===== config.mk =====
export PLATFORM = sky130hd
export DESIGN_NAME = mdiv_core
export DESIGN_NICKNAME = d
export VERILOG_FILES = /design/src/rtl/mdiv_pkg.sv /design/src/rtl/mdiv_prenorm.sv /design/src/rtl/mdiv_step.sv /design/src/rtl/mdiv_core.sv
export SDC_FILE = /design/constraint.sdc
export NUM_CORES = 1
export LEC_CHECK = 0
export BUFFER_PORTS_ARGS = -buffer_cell sky130_fd_sc_hd__buf_2
export CORE_MARGIN = 4
export CORE_UTILIZATION = 58
export CTS_CLUSTER_SIZE = 28
export DETAILED_ROUTE_END_ITERATION = 7
export PLACE_DENSITY = 0.81
export SYNTH_ARGS = -nofsm -noshare
export SYNTH_HDL_FRONTEND = slang
export SYNTH_SLANG_ARGS = --single-unit

===== constraint.sdc =====
create_clock -name clk -period 5 [get_ports clk]
set_input_delay 0.25 -clock clk [delete_from_list [all_inputs] [get_ports clk]]
set_output_delay 0.25 -clock clk [all_outputs]
set_load 0.1 [all_outputs]

===== src/rtl/mdiv_pkg.sv =====
package mdiv_pkg;

  typedef enum logic [0:0] {
    ST_IDLE = 1'b0,
    ST_RUN  = 1'b1
  } mdiv_state_e;

endpackage


===== src/rtl/mdiv_prenorm.sv =====
// Normalization pre-step: one trial subtraction X - Y picks the starting
// remainder, the first quotient bit and the exponent adjustment.
module mdiv_prenorm #(
  parameter int MANT_W = 24,
  parameter int EXP_W  = 10
) (
  input  logic [MANT_W-1:0] x_i,
  input  logic [MANT_W-1:0] y_i,
  input  logic [EXP_W-1:0]  ex_i,
  input  logic [EXP_W-1:0]  ey_i,
  output logic [MANT_W:0]   rem_o,
  output logic              qbit_o,
  output logic [EXP_W:0]    exp_o
);

  logic [MANT_W+1:0] diff;
  logic              nonneg;
  logic [EXP_W:0]    ex_w;
  logic [EXP_W:0]    ey_w;

  always_comb begin
    diff   = {2'b00, x_i} - {2'b00, y_i};
    nonneg = ~diff[MANT_W+1];
    // X >= Y: keep the difference; X < Y: keep X, the loop doubles it first
    rem_o  = nonneg ? diff[MANT_W:0] : {1'b0, x_i};
    qbit_o = nonneg;
    ex_w   = {ex_i[EXP_W-1], ex_i};
    ey_w   = {ey_i[EXP_W-1], ey_i};
    exp_o  = ex_w - ey_w - {{EXP_W{1'b0}}, ~nonneg};
  end

endmodule


===== src/rtl/mdiv_step.sv =====
// One restoring iteration: double the remainder, trial-subtract the divisor,
// and decide the quotient bit from the sign of the difference.
module mdiv_step #(
  parameter int MANT_W = 24
) (
  input  logic [MANT_W:0]   rem_i,
  input  logic [MANT_W-1:0] y_i,
  output logic [MANT_W:0]   rem_o,
  output logic              qbit_o
);

  logic [MANT_W+1:0] dbl;
  logic [MANT_W+1:0] diff;

  always_comb begin
    dbl    = {rem_i, 1'b0};
    diff   = dbl - {2'b00, y_i};
    qbit_o = ~diff[MANT_W+1];
    rem_o  = qbit_o ? diff[MANT_W:0] : dbl[MANT_W:0];
  end

endmodule


===== src/rtl/mdiv_core.sv =====
module mdiv_core #(
  parameter int MANT_W  = 24,
  parameter int EXP_W   = 10,
  parameter int GR_BITS = 2
) (
  input  logic                      clk,
  input  logic                      rst,
  input  logic                      start_i,
  input  logic [MANT_W-1:0]         x_i,
  input  logic [MANT_W-1:0]         y_i,
  input  logic [EXP_W-1:0]          ex_i,
  input  logic [EXP_W-1:0]          ey_i,
  output logic                      busy_o,
  output logic                      done_o,
  output logic [MANT_W+GR_BITS-1:0] quo_o,
  output logic [EXP_W:0]            exp_o,
  output logic                      sticky_o
);
  import mdiv_pkg::*;

  localparam int QW    = MANT_W + GR_BITS;
  localparam int CNT_W = $clog2(QW + 1);

  mdiv_state_e       state_q;
  logic [CNT_W-1:0]  cnt_q;
  logic [MANT_W:0]   rem_q;
  logic [MANT_W-1:0] y_q;
  logic [QW-1:0]     quo_q;
  logic [EXP_W:0]    exp_q;
  logic              sticky_q;
  logic              done_q;

  logic [MANT_W:0]   pre_rem;
  logic              pre_q;
  logic [EXP_W:0]    pre_exp;
  logic [MANT_W:0]   st_rem;
  logic              st_q;

  mdiv_prenorm #(.MANT_W(MANT_W), .EXP_W(EXP_W)) u_pre (
    .x_i    (x_i),
    .y_i    (y_i),
    .ex_i   (ex_i),
    .ey_i   (ey_i),
    .rem_o  (pre_rem),
    .qbit_o (pre_q),
    .exp_o  (pre_exp)
  );

  mdiv_step #(.MANT_W(MANT_W)) u_step (
    .rem_i  (rem_q),
    .y_i    (y_q),
    .rem_o  (st_rem),
    .qbit_o (st_q)
  );

  always_ff @(posedge clk) begin
    if (rst) begin
      state_q  <= ST_IDLE;
      cnt_q    <= '0;
      rem_q    <= '0;
      y_q      <= '0;
      quo_q    <= '0;
      exp_q    <= '0;
      sticky_q <= 1'b0;
      done_q   <= 1'b0;
    end else begin
      done_q <= 1'b0;
      case (state_q)
        ST_IDLE: begin
          if (start_i) begin
            y_q      <= y_i;
            rem_q    <= pre_rem;
            quo_q    <= {{(QW-1){1'b0}}, pre_q};
            exp_q    <= pre_exp;
            sticky_q <= 1'b0;
            // a set leading bit already covers one position
            cnt_q    <= pre_q ? CNT_W'(QW - 1) : CNT_W'(QW);
            state_q  <= ST_RUN;
          end
        end
        ST_RUN: begin
          rem_q <= st_rem;
          quo_q <= {quo_q[QW-2:0], st_q};
          cnt_q <= cnt_q - CNT_W'(1);
          if (cnt_q == CNT_W'(1)) begin
            sticky_q <= |st_rem;
            done_q   <= 1'b1;
            state_q  <= ST_IDLE;
          end
        end
        default: state_q <= ST_IDLE;
      endcase
    end
  end

  assign busy_o   = (state_q == ST_RUN);
  assign done_o   = done_q;
  assign quo_o    = quo_q;
  assign exp_o    = exp_q;
  assign sticky_o = sticky_q;

  // the normalized quotient always carries its leading one
  p_lead_one_r5: assert property (@(posedge clk) disable iff (rst)
    done_q |-> quo_q[QW-1]);

  // done is a single-cycle pulse and never overlaps busy
  p_done_pulse_r7: assert property (@(posedge clk) disable iff (rst)
    done_q |=> !done_q);
  p_done_idle_r7: assert property (@(posedge clk) disable iff (rst)
    done_q |-> (state_q == ST_IDLE));

  // partial remainder stays below the divisor while iterating
  p_rem_bound_r3: assert property (@(posedge clk) disable iff (rst)
    (state_q == ST_RUN) |-> (rem_q < {1'b0, y_q}));

  // a start strobe during a run neither ends nor reloads it
  p_busy_hold_r8: assert property (@(posedge clk) disable iff (rst)
    ((state_q == ST_RUN) && (cnt_q > CNT_W'(1))) |=>
      ((state_q == ST_RUN) && $stable(y_q) && $stable(exp_q)));

  // results are frozen while idle without a start
  p_hold_r9: assert property (@(posedge clk) disable iff (rst)
    ((state_q == ST_IDLE) && !start_i) |=>
      ($stable(quo_q) && $stable(exp_q) && $stable(sticky_q)));

endmodule


=== Word level (Yosys, flattened, before mapping) ===
Cells that the tools add are included.

* Input bits: 71
* Bits in registers: 94

* Equal/unequal tests: 3
* $add $sub $neg: 5
* Reductions and logical operators: 4
* Muxes and demuxes: 16
* Bitwise logic cells: 3

{| class="wikitable"
|+ Operator list
! kind !! number
|-
| 25-bit two-way mux || 3
|-
| 26-bit one-hot mux with 2 select lines || 1
|-
| 25-bit one-hot mux with 2 select lines || 1
|-
| 26-bit two-way mux || 1
|-
| 26-bit by 24-bit subtractor with 26-bit output || 1
|-
| 25-bit OR reduction || 1
|-
| 24-bit by 24-bit subtractor with 25-bit output || 1
|-
| 10-bit by 10-bit subtractor with 11-bit output || 1
|-
| 11-bit by 1-bit subtractor with 11-bit output || 1
|-
| 5-bit one-hot mux with 2 select lines || 1
|-
| 5-bit by 1-bit equality test with 1-bit output (second input constant) || 1
|-
| 1-bit two-way mux || 5
|-
| 5-bit two-way mux || 1
|-
| 5-bit by 1-bit subtractor with 5-bit output (second input constant) || 1
|-
| 1-bit one-hot mux with 2 select lines || 2
|-
| 2-bit AND reduction || 2
|-
| 1-bit NOT || 3
|-
| 2-bit two-way mux || 1
|-
| 2-bit by 1-bit inequality test with 1-bit output (second input constant) || 1
|-
| 2-bit inequality test (second input constant) || 1
|-
| 2-bit OR reduction || 1
|}

=== Logic depth before layout (Yosys ltp) ===
Gate-level depths: netlist (run 1).

* Word-level depth: 5
* Mapped depth: 23
* Mapped depth without buffers: 22

=== By module ===
A second synthesis (run 1) with hierarchy kept.

* Cells, all modules: 1036
* Area, all modules: 7638.6 µm²

{| class="wikitable"
|+ By module, submodules not included
! module !! area an instance (µm²) !! cells each !! seq. area each (µm²) !! times used
|-
| mdiv_core || 3763.6 || 457 || 1881.8 || 1
|-
| mdiv_prenorm || 2120.8 || 324 || 0.0 || 1
|-
| mdiv_step || 1754.2 || 255 || 0.0 || 1
|}

=== Worst setup path before layout (run 1) ===
No wires, ideal clock.

* Kind: in2reg
* From: input y_i[13]
* To: register exp_q[10] (netlist: exp_o[10])
* Slack: 0.597 ns
* Cell stages on the path: 21
* Arrival time: 4.318 ns
* Path through: inv_1 ha_1 a21o_1 a21o_1 a21oi_1 o21ai_1 or3b_1 o21ai_2 inv_2 buf_4 fa_1 fa_1 nand2b_1 a21o_1 a21o_1 a21oi_1 o21bai_1 a21oi_1 o21ai_0 xor2_1 a211oi_1

* Cells in the longest elaborated chain, start to end: 2

{| class="wikitable"
|+ Ends and longest elaborated chain
! element !! line !! source
|-
| start: declaration || mdiv_core.sv:10 || <nowiki>input logic [MANT_W-1:0] y_i,</nowiki>
|-
| 24-bit by 24-bit subtractor with 25-bit output || mdiv_prenorm.sv:22 || <nowiki>diff = {2'b00, x_i} - {2'b00, y_i};</nowiki>
|-
| 11-bit by 1-bit subtractor with 11-bit output || mdiv_prenorm.sv:29 || <nowiki>exp_o = ex_w - ey_w - {{EXP_W{1'b0}}, ~nonneg};</nowiki>
|-
| end signal: assignment || mdiv_core.sv:74 || <nowiki>exp_q <= pre_exp;</nowiki>
|-
| end: declaration || mdiv_core.sv:29 || <nowiki>logic [EXP_W:0] exp_q;</nowiki>
|}

No other way between the ends.
A chain may end at the register's enable or synchronous reset.

=== Worst setup path in the final report (run 1) ===
Ends and elaborated chain as after synthesis.

==> results.md, run 1 <==
- Number of antenna violations at the first check in global routing: 0
- Largest incremental delay on the critical path: 430 ps
- DRT Pass-1 Iters: 6
- Area growth from synthesis to layout: 12.66%
- Number of instances in the synthesized netlist: 954
- Gate family responsible for the most delay along the worst path: compound AO/OA/AOI/OAI gates
- Routed Antenna Nets: 0
- Number of buffers created by CTS: 9
- Area of the die: 0.01445 mm2
- DP Area: 0.007919 mm2
- Average cell area after synthesis: 7.654 um2
- Power, Total: 3.303 mW
- Root Buffer Master: clkbuf_16
- Vias in the first global route: 6852
- Final setup slack of the worst path: 772.9 ps
- Most prevalent standard cell on the critical path: a21o_1
- Clock slew at reported path FFs: 70 ps
- Via count: 7276
- Setup CP Type: input pin to register
- Core footprint: 0.01216 mm2
- Worst Hold Path EP: y_q[22]$_SDFFE_PP0P_
- Flop2flop setup slack: 1230 ps
- Highest routed layer: met4
- Post-synth top flop: dfxtp_1
- Final hold violations: 0
- Reported leakage power: 3.871 nW
- EDFF count, synth: 0
- Syn nets: 1096
- Met1 Wirelength: 8729 um
- Die boundary height: 120.2 um
- Number of clock sinks seen by CTS: 94
- Number of placed instances with taps included: 1194
- Post-place setup slack: 495.6 ps
- Die X-Extent: 120.2 um
- Cell area power density: 401.5 mW/mm2
- Synth async-reset ratio: 0%
- Synth Cell Area: 0.007302 mm2
- Endpoint class of the critical path: register
- Final setup fails: 0
- Cell taking the most area after synthesis: dfxtp_1
- Util after Layout: 67.64%
- Synth Warn #: 0
- Pins over their slew limit: 0
- H-Tree Level Count: 3
- Number of distinct standard cells referenced by the synthesized netlist: 75
- WL met2: 9802 um
- Max-slew headroom: 30.74%
- Overall track demand over capacity in global routing: 27.62%
- RSZ-0062 raised after global routing: no
- Global-route congestion overflow total: 0
- Clock insertion delay at the later pin of the skew report: 340 ps
- Startpoint of the lowest-slack hold path: y_i[22]
- Leading cell types by total area after synthesis: dfxtp_1 26%, ha_1 11%, a21oi_1 8.2%
- Number of top-level pins: 111
- Maximum number of pins on one net before global-route repair: 74
- Depth of the worst register-to-register path: 11
- Final worst-path cycle share: 84.54%
- Final non-filler cell total: 1210
- Met3 wire length: 1468 um
- Data arrival time of the critical path: 4480 ps
- CTS tree: yes
- First-iteration detailed-routing DRC count: 511
- Cell type of the slowest stage on the worst timing path: fa_1
- Max-cap violations: 0
- Number of post-CTS setup repair buffers: 0
- Final net count: 1179
- Sum of routed wire length over all layers: 20520 um
- Period minus WS final: 4227 ps
- Maximum fanout encountered on the critical timing path: 5
- Final weighted congestion in routability-driven placement: 0.9882
- Port Buffer Count: 110
- Peak supply drop: 0.1765 mV
- Post-DP HPWL: 15410 um
- Initial cell density of the core: 60.04%
- Final non-filler cell area: 0.008227 mm2
- Sequential element share of the synthesized area: 25.77%
- Global-route wire length before repair: 32820 um
- Critical Path Start Type: input pin
- Antenna diode count: 0
- Setup TNS: 0 ps
- Cell depth of the worst hold path: 3
- Clock tree skew after final layout: 9.399 ps
- Number of core rows: 40
- Number of register bits inferred by synthesis: 94
- Number of stages on the worst setup path: 21
- DRC violations left: 0
- Max Fclk: 236.6 MHz
- Transition time of the tightest slew-check pin: 1036 ps
- Ratio of cells with drive above 1 in the final layout: 14.97%
- R2R Path End: rem_q[9]$_SDFFE_PP0P_
- Outcome: finished, final reports clean
- Post-cts hold buffer count: 0
- Worst Path Required: 5250 ps
- Path class of the lowest-slack min-delay path: input pin to register
- Wire length per cell: 16.96 um
- Fraction of synthesized cell area taken by the top area cell type: 25.77%
- Worst Path Buf+Inv: 3
- Cells traversed along the worst timing path: buf_2 > inv_1 > ha_1 > a21o_1 > a21o_1 > a21oi_1 > o21ai_1 > or3b_1 > o21ai_2 > inv_2 > fa_1 > fa_1 > nand2b_1 > a21o_1 > a21o_1 > a21oi_1 > o21bai_1 > a21oi_1 > o21ai_0 > xor2_1 > a211oi_1
- Worst hold margin: 163.3 ps
- Mean number of vias per cell: 6.013
- Post-CTS sizing: 0
- Worst R2R Start: y_q[4]$_SDFFE_PP0P_
- Maximum count of clock buffers along a single path: 2
==> layout make-up <==
class / count / area [um2]
timing repair buffer: 118 / 610.6
clock inverter: 6 / 68.82
clock buffer: 10 / 239.0
inverter: 91 / 341.6
tap: 168 / 210.2
sequential: 94 / 1883
multi-input combinational: 723 / 4873
fill: 1064 / 3935
==> placed cells by master, fill, tap and decap left out, types with 11 or more instances in the layout <==
cell type	n
a21oi_1	119
buf_2	110
nand2_1	95
dfxtp_1	93
inv_1	88
ha_1	67
nor2_1	66
o21ai_0	41
and3_1	36
xnor2_1	30
a21o_1	27
mux2i_1	20
a31oi_1	16
xor2_1	16
nand3_1	14
a211oi_1	13
nor2b_1	11
nor3_1	11
==> report_power, final <==
part / internal [mW] / switching [mW] / leakage [nW]
clock network: 0.405 / 0.301 / 0.149
registers: 0.821 / 0.0802 / 0.771
logic: 0.661 / 1.04 / 2.95
total: 1.89 / 1.42 / 3.87
==> logic make-up (layout without fill, tap and decap cells) <==
family	count (synthesis)	in the layout	synth area share [%]
AO/OA/AOI/OAI	297	297	26.10
XOR/XNOR	46	46	5.517
flip-flops	94	94	25.77
buffers and inverters	137	225	7.522
adder cells (fa/ha/maj)	71	71	12.58
multiplexers	23	23	3.256
AND/OR/NAND/NOR	286	286	19.26
==> synthesized netlist by cell type (6+ instances only) <==
cell,instances
a21oi_1,119
nand2_1,95
dfxtp_1,94
inv_1,88
ha_1,67
nor2_1,67
o21ai_0,41
and3_1,36
clkbuf_1,33
xnor2_1,30
a21o_1,27
mux2i_1,20
a31oi_1,16
xor2_1,16
nand3_1,14
a211oi_1,13
nor2b_1,11
nor3_1,11
nand2b_1,10
nand4_1,9
o211ai_1,9
or3_1,9
o21bai_1,7
a221oi_1,6
nor4_1,6
o21a_1,6
==> worst min-delay path: stages <==
cell	delay [ps]
buf_2	110
nand2_1	50
a21oi_1	50
==> worst max-delay path by stage <==
stage	start	endpoint	slack [ps]
floorplan	y_i[13]	exp_o[10]$_SDFFE_PP0P_	600
global placement	x_i[13]	exp_o[10]$_SDFFE_PP0P_	580
detailed placement	y_i[13]	exp_o[10]$_SDFFE_PP0P_	500
CTS	y_i[13]	exp_o[10]$_SDFFE_PP0P_	800
global route	x_i[0]	exp_o[10]$_SDFFE_PP0P_	400
finish	y_i[13]	exp_o[10]$_SDFFE_PP0P_	770
==> state kept, by name, summed over array words and instances (netlist names) <==
name,count
exp_o,11
done_o,1
rem_q,25
y_q,24
cnt_q,5
sticky_o,1
quo_o,26
busy_o,1
==> routing by layer <==
metal / global-route usage, % / vias to the layer above
li1: - / 3549
met1: 35.97 / 3393
met2: 46.29 / 287
met3: 4.818 / 47
met4: 9.377 / 0
met5: 0 / -
No activity file was read; power rests on OpenSTA's default activity.
==> inputs of run 2 (changes only) <==
Clock period 5 ns to 3.9 ns, I/O delays scaled along.
==> run 2 against run 1 <==
Worst hold slack got worse by 63 ps. Sequential share of layout area decreased by 0.72 points. Sequential cell count unchanged. Utilization increased by 2.2 points. Combinational power increased by 30%. Clock skew decreased by 1.3 ps. Total power increased by 29%. First-iteration DRC count increased by 33%. Cell count increased by 1.9%.
==> results.md, run 2 (synthesized netlist as in run 1, its figures left out) <==
- Outcome: finished, final reports clean (unchanged)
- Reported leakage power: 3.974 nW (was 3.871 nW)
- Worst Path Required: 4150 ps (was 5250 ps)
- Area growth from synthesis to layout: 16.33% (was 12.66%)
- Endpoint class of the critical path: register (unchanged)
- Max reg flops: 26 (unchanged)
- Cell depth of the worst hold path: 3 (unchanged)
- Final worst-path cycle share: 94.65%
- Peak supply drop: 0.2722 mV (was 0.1765 mV)
- Final net count: 1201 (was 1179)
- Max Fclk: 270.9 MHz
- DRC violations left: 0 (unchanged)
- Port Buffer Count: 110 (unchanged)
- Number of core rows: 40 (unchanged)
- Data arrival time of the critical path: 3940 ps (was 4480 ps)
- Max-cap violations: 0 (unchanged)
- Worst R2R Start: y_q[4]$_SDFFE_PP0P_ (unchanged)
- Number of top-level pins: 111 (unchanged)
- Sum of routed wire length over all layers: 20570 um (was 20520 um)
- Period minus WS final: 3691 ps
- Clock slew at reported path FFs: 70 ps (about the same)
- Pins over their slew limit: 0 (unchanged)
- Die X-Extent: 120.2 um (unchanged)
- Flop2flop setup slack: 440 ps (was 1230 ps)
- Ratio of cells with drive above 1 in the final layout: 18.14% (was 14.97%)
- Mean number of vias per cell: 5.895 (was 6.013)
- Clock tree skew after final layout: 8.101 ps (was 9.399 ps)
- Transition time of the tightest slew-check pin: 1044 ps (was 1036 ps)
- Max-slew headroom: 30.43% (was 30.74%)
- Post-cts hold buffer count: 0 (unchanged)
- Maximum fanout encountered on the critical timing path: 2 (was 5)
- DP Area: 0.008152 mm2 (was 0.007919 mm2)
- Final non-filler cell total: 1233 (was 1210)
- RSZ-0062 raised after global routing: no (unchanged)
- Root Buffer Master: clkbuf_16 (unchanged)
- Cell area power density: 501.9 mW/mm2 (was 401.5 mW/mm2)
- Wire length per cell: 16.68 um (was 16.96 um)
- Depth of the worst register-to-register path: 12 (was 11)
- Path class of the lowest-slack min-delay path: input pin to register (unchanged)
- Area of the die: 0.01445 mm2 (unchanged)
- H-Tree Level Count: 3 (unchanged)
- Final setup fails: 0 (unchanged)
- Final weighted congestion in routability-driven placement: 0.9517 (was 0.9882)
- Overall track demand over capacity in global routing: 28.26% (was 27.62%)
- Initial cell density of the core: 60.04% (unchanged)
- Worst Hold Path EP: y_q[0]$_SDFFE_PP0P_ (was y_q[22]$_SDFFE_PP0P_)
- Number of clock sinks seen by CTS: 94 (unchanged)
- Global-route congestion overflow total: 0 (unchanged)
- CTS tree: yes (unchanged)
- Register area: 0.001883 mm2 (unchanged)
- DRT Pass-1 Iters: 5 (was 6)
- Total of fill cells in the finished design: 1051 (was 1064)
- Area of the multi-input gates: 0.004982 mm2 (was 0.004873 mm2)
- Setup CP Type: input pin to register (unchanged)
- Leading cell type in the layout, fill and taps excluded: a21oi_1 (unchanged)
- Vias in the first global route: 6910 (was 6852)
- Clock insertion delay at the later pin of the skew report: 340 ps (about the same)
- Worst hold margin: 100.2 ps (was 163.3 ps)
- Core footprint: 0.01216 mm2 (unchanged)
- Maximum number of pins on one net before global-route repair: 53 (was 74)
- Maximum count of clock buffers along a single path: 2 (unchanged)
- Number of buffers created by CTS: 9 (unchanged)
- Startpoint of the lowest-slack hold path: y_i[0] (was y_i[22])
- Post-DP HPWL: 15480 um (was 15410 um)
- Routed Antenna Nets: 0 (unchanged)
- Critical Path Start Type: input pin (unchanged)
- R2R Path End: rem_q[10]$_SDFFE_PP0P_ (was rem_q[9]$_SDFFE_PP0P_)
- Most used cells in the layout excluding fill and tap cells: 115 x a21oi_1, 110 x buf_2, 95 x nand2_1, 93 x dfxtp_1, 88 x inv_1 (was 119 x a21oi_1, 110 x buf_2, 95 x nand2_1, 93 x dfxtp_1, 88 x inv_1)
- Global-route wire length before repair: 33530 um (was 32820 um)
- Number of antenna violations at the first check in global routing: 0 (unchanged)
- First-iteration detailed-routing DRC count: 681 (was 511)
- Via count: 7268 (was 7276)
- Die boundary height: 120.2 um (unchanged)
- Final hold violations: 0 (unchanged)
- Number of placed instances with taps included: 1216 (was 1194)
- Final non-filler cell area: 0.008494 mm2 (was 0.008227 mm2)
-- run 2: routing by layer --
layer  track usage [%]  part of all wire, %  vias up
met5                 0                    0        -
li1                  -                    -     3603
met4             10.81                  3.0        0
met3             4.584                  7.2       51
met2             46.15                   46      294
met1             37.54                   44     3320
-- run 2: power breakdown --
group | leakage [nW] | total (mW) | internal (mW) | switching [mW]
combinational | 3.07 | 2.21 | 0.891 | 1.32
clock | 0.136 | 0.889 | 0.502 | 0.387
sequential | 0.771 | 1.16 | 1.05 | 0.108
total | 3.97 | 4.26 | 2.45 | 1.82
-- run 2: how the worst max path moves through the flow --
stage,start,to,slack (ps),cells past startpoint
global placement,x_i[0],exp_o[9]$_SDFFE_PP0P_,-80,22
detailed placement,x_i[0],exp_o[9]$_SDFFE_PP0P_,-210,22
floorplan,y_i[13],exp_o[10]$_SDFFE_PP0P_,-10,21
finish,y_i[13],exp_o[10]$_SDFFE_PP0P_,210,21
CTS,x_i[0],exp_o[9]$_SDFFE_PP0P_,60,22
global route,y_i[13],exp_o[9]$_SDFFE_PP0P_,5,22
-- run 2: what timing repair did --
item / in CTS / in global routing
resized for setup: 0 / 9
endpoints found under the hold margin: 0 / 0
setup buffers: 0 / 0
endpoints found under the setup margin: 0 / 3
-- run 2: final cells by class --
cell class                 instances  area share (%)
timing repair buffer             140           9.132
clock buffer                      10           2.696
tap                              168           2.475
sequential                        94           22.17
inverter                          91           4.021
clock inverter                     6          0.8249
antenna                            1         0.02946
multi-input combinational        723           58.65
-- run 2: worst max-delay path: stages --
cell	delay, ps
buf_2	110
inv_1	100
ha_4	220
a21o_1	200
a21o_1	190
a21oi_2	180
o21ai_2	90
or3b_4	390
o21ai_4	160
inv_2	70
fa_2	350
fa_2	350
nand2b_4	150
a21o_1	170
a21o_1	170
a21oi_2	160
o21bai_1	100
a21oi_2	170
o21ai_1	90
xor2_1	150
a211oi_1	190
-- run 2: stage by stage --
stage	TNS [ps]	worst slack (ps)	total power [mW]	utilization (%)
after CTS	0	59.55	4.232	69.49
final	0	208.6	4.263	69.85
after detailed placement	-634.7	-213.8	3.333	67.03
after global placement	-183.2	-84.21	3.305	67.03
after floorplan	-10.88	-10.88	2.892	-
after global routing	0	4.500	4.541	69.83
==> inputs of run 3 (changes only) <==
==> constraint.sdc (replaced) <==
create_clock -name clk -period 3.9 [get_ports clk]
set_input_delay 0.78 -clock clk [delete_from_list [all_inputs] [get_ports clk]]
set_output_delay 0.78 -clock clk [all_outputs]
set_load 0.1 [all_outputs]
==> run 3 against run 2 <==
The run now ends with setup timing left. Sequential share of layout area shrank 1.8 points. Clock skew grew 4.5 ps. Routed wire length up 5.7%. Critical path type unchanged. Largest cell class unchanged. Highest routed layer unchanged.
==> results.md, run 3 (synthesized netlist as in run 1, its figures left out) <==
- Pins over their slew limit: 0 (unchanged)
- Power, Total: 4.538 mW (was 4.263 mW)
- Area of the die: 0.01445 mm2 (unchanged)
- Most used cells in the layout excluding fill and tap cells: 109 x a21oi_1, 107 x buf_2, 99 x buf_4, 95 x nand2_1, 93 x dfxtp_1 (was 115 x a21oi_1, 110 x buf_2, 95 x nand2_1, 93 x dfxtp_1, 88 x inv_1)
- Final non-filler cell total: 1302 (was 1233)
- Cell type of the slowest stage on the worst timing path: or3b_4 (unchanged)
- Path class of the lowest-slack min-delay path: register to register (was input pin to register)
- H-Tree Level Count: 3 (unchanged)
- Number of clock sinks seen by CTS: 94 (unchanged)
- Violations in the final reports: setup timing
- Antenna diode count: 0 (was 1)
- Number of core rows: 40 (unchanged)
- Worst R2R Start: rem_q[3]$_SDFFE_PP0P_ (was y_q[4]$_SDFFE_PP0P_)
- Overall track demand over capacity in global routing: 29.05% (was 28.26%)
- Leading cell type in the layout, fill and taps excluded: a21oi_1 (unchanged)
- Cell area power density: 490.1 mW/mm2 (was 501.9 mW/mm2)
- Cell depth of the worst hold path: 2 (was 3)
- Cells traversed along the worst timing path: buf_12 > inv_12 > ha_4 > a21o_1 > a21o_1 > a21oi_2 > o21ai_2 > or3b_4 > o21ai_4 > inv_2 > fa_2 > fa_2 > nand2b_4 > a21o_1 > a21o_1 > a21oi_2 > o21bai_1 > a21oi_2 > o21ai_1 > xor2_1 > a211oi_2 (was buf_2 > inv_1 > ha_4 > a21o_1 > a21o_1 > a21oi_2 > o21ai_2 > or3b_4 > o21ai_4 > inv_2 > fa_2 > fa_2 > nand2b_4 > a21o_1 > a21o_1 > a21oi_2 > o21bai_1 > a21oi_2 > o21ai_1 > xor2_1 > a211oi_1)
- Worst Path Required: 4180 ps (was 4150 ps)
- Initial cell density of the core: 60.04% (unchanged)
- Max reg flops: 26 (unchanged)
- Port Buffer Count: 110 (unchanged)
- Final worst-path cycle share: 105.4% (was 94.65%)
- Area of the multi-input gates: 0.005122 mm2 (was 0.004982 mm2)
- Largest incremental delay on the critical path: 380 ps (was 390 ps)
- Die boundary height: 120.2 um (unchanged)
- Register area: 0.001883 mm2 (unchanged)
- DRC violations left: 0 (unchanged)
- Die X-Extent: 120.2 um (unchanged)
- First-iteration detailed-routing DRC count: 612 (was 681)
- Worst setup path startpoint: y_i[13] (unchanged)
- DRT Pass-1 Iters: 5 (unchanged)
- Clock tree skew after final layout: 12.63 ps (was 8.101 ps)
- Global-route wire length before repair: 34200 um (was 33530 um)
- Reported leakage power: 4.378 nW (was 3.974 nW)
- Mean number of vias per cell: 5.894 (was 5.895)
- Clock slew at reported path FFs: 70 ps (about the same)
- RSZ-0062 raised after global routing: yes (was no)
- Period minus WS final: 4110 ps (was 3691 ps)
- Maximum count of clock buffers along a single path: 2 (unchanged)
- Data arrival time of the critical path: 4390 ps (was 3940 ps)
- Transition time of the tightest slew-check pin: 932.6 ps (was 1044 ps)
- Maximum number of pins on one net before global-route repair: 48 (was 53)
- Number of top-level pins: 111 (unchanged)
- Max Fclk: 243.3 MHz (was 270.9 MHz)
- Area growth from synthesis to layout: 26.80% (was 16.33%)
- Final weighted congestion in routability-driven placement: 0.9401 (was 0.9517)
- Util after Layout: 76.13% (was 69.85%)
- Number of antenna violations at the first check in global routing: 0 (unchanged)
- Total of fill cells in the finished design: 873 (was 1051)
- Outcome: complete, but fails checks (was finished, final reports clean)
- Final setup fails: 4 (was 0)
- Core footprint: 0.01216 mm2 (unchanged)
- Max-slew headroom: 37.83% (was 30.43%)
- Post-DP HPWL: 16180 um (was 15480 um)
- Setup CP Type: input pin to register (unchanged)
- CTS tree: yes (unchanged)
- Clock insertion delay at the later pin of the skew report: 350 ps (was 340 ps)
- Setup TNS: -667.0 ps (was 0 ps)
- Routed Antenna Nets: 0 (unchanged)
- Depth of the worst register-to-register path: 11 (was 12)
- Max-cap violations: 0 (unchanged)
- Root Buffer Master: clkbuf_16 (unchanged)
- Via count: 7674 (was 7268)
- Final setup slack of the worst path: -209.7 ps (was 208.6 ps)
- Peak supply drop: 0.3100 mV (was 0.2722 mV)
- Sum of routed wire length over all layers: 21740 um (was 20570 um)
- Startpoint of the lowest-slack hold path: exp_o[4]$_SDFFE_PP0P_ (was y_i[0])
- Post-place setup slack: -651.9 ps (was -213.8 ps)
- Wire length per cell: 16.70 um (was 16.68 um)
- Endpoint class of the critical path: register (unchanged)
- Maximum fanout encountered on the critical timing path: 2 (unchanged)
- Critical Path Start Type: input pin (unchanged)
- Post-cts hold buffer count: 0 (unchanged)
- Number of placed instances with taps included: 1274 (was 1216)
- Final net count: 1271 (was 1201)
- Most prevalent standard cell on the critical path: a21o_1 (unchanged)
- Number of buffers created by CTS: 9 (unchanged)
- Final hold violations: 0 (unchanged)
- Vias in the first global route: 7139 (was 6910)
- Ratio of cells with drive above 1 in the final layout: 25.22% (was 18.14%)
- Global-route congestion overflow total: 0 (unchanged)
==> run 3: cell count changes in the layout (fill, tap and decap cells not counted), moves of 2 or more <==
cell	previous run	this run
inv_2	1	3
buf_2	110	107
xnor2_1	30	28
xnor2_2	0	2
bufinv_16	1	3
inv_1	88	84
a21oi_1	115	109
buf_6	0	2
clkinvlp_4	3	0
ha_4	2	7
a21oi_2	3	9
ha_1	65	59
buf_4	30	99
buf_12	0	2
==> run 3: path summary, 6_finish.rpt <==
path / slack, ps / endpoint
worst min-delay path: 450 / exp_o[4]$_SDFFE_PP0P_
worst max-delay path: -210 / exp_o[10]$_SDFFE_PP0P_
worst max register to register: 610 / rem_q[10]$_SDFFE_PP0P_
worst min register to register: 450 / exp_o[4]$_SDFFE_PP0P_
==> run 3: layout make-up <==
class / count / share of cell area, %
multi-input combinational: 723 / 55.32
clock buffer: 10 / 2.473
inverter: 91 / 3.851
timing repair buffer: 210 / 14.49
sequential: 94 / 20.34
clock inverter: 6 / 1.257
tap: 168 / 2.270
==> run 3: critical path: cells and delay by family <==
family	cells	cell delay, ps
AOI/OAI and AO/OA	12	1760
adders and majority gates	3	950
and+or+nand+nor	2	530
buffers and inverters	3	180
xor gates and xnor gates	1	180
==> run 3: timing repair <==
action,4_1_cts,5_1_grt
setup endpoints to repair,5,6
resized for setup,18,16
buffers inserted,6,6
pin swaps,19,9
==> run 3: per-layer routing <==
layer,GRT usage [%],share of wire (%),vias to the layer above
li1,-,-,3740
met1,38.20,43,3577
met2,47.70,48,289
met3,3.648,5.9,68
met4,13.10,3.7,0
met5,0,0,-
==> run 3: where the power goes <==
part	total, mW	switching (mW)	internal, mW
Clock	1.03	0.401	0.633
Sequential	1.16	0.106	1.05
Combinational	2.35	1.37	0.974
==> run 3: per-stage QoR <==
step	area, um2	hold slack, ps
floorplan	7420	436.3
global placement	8651	439.3
detailed placement	8651	446.3
CTS	9120	455.7
global route	9259	478.3
finish	9259	452.8
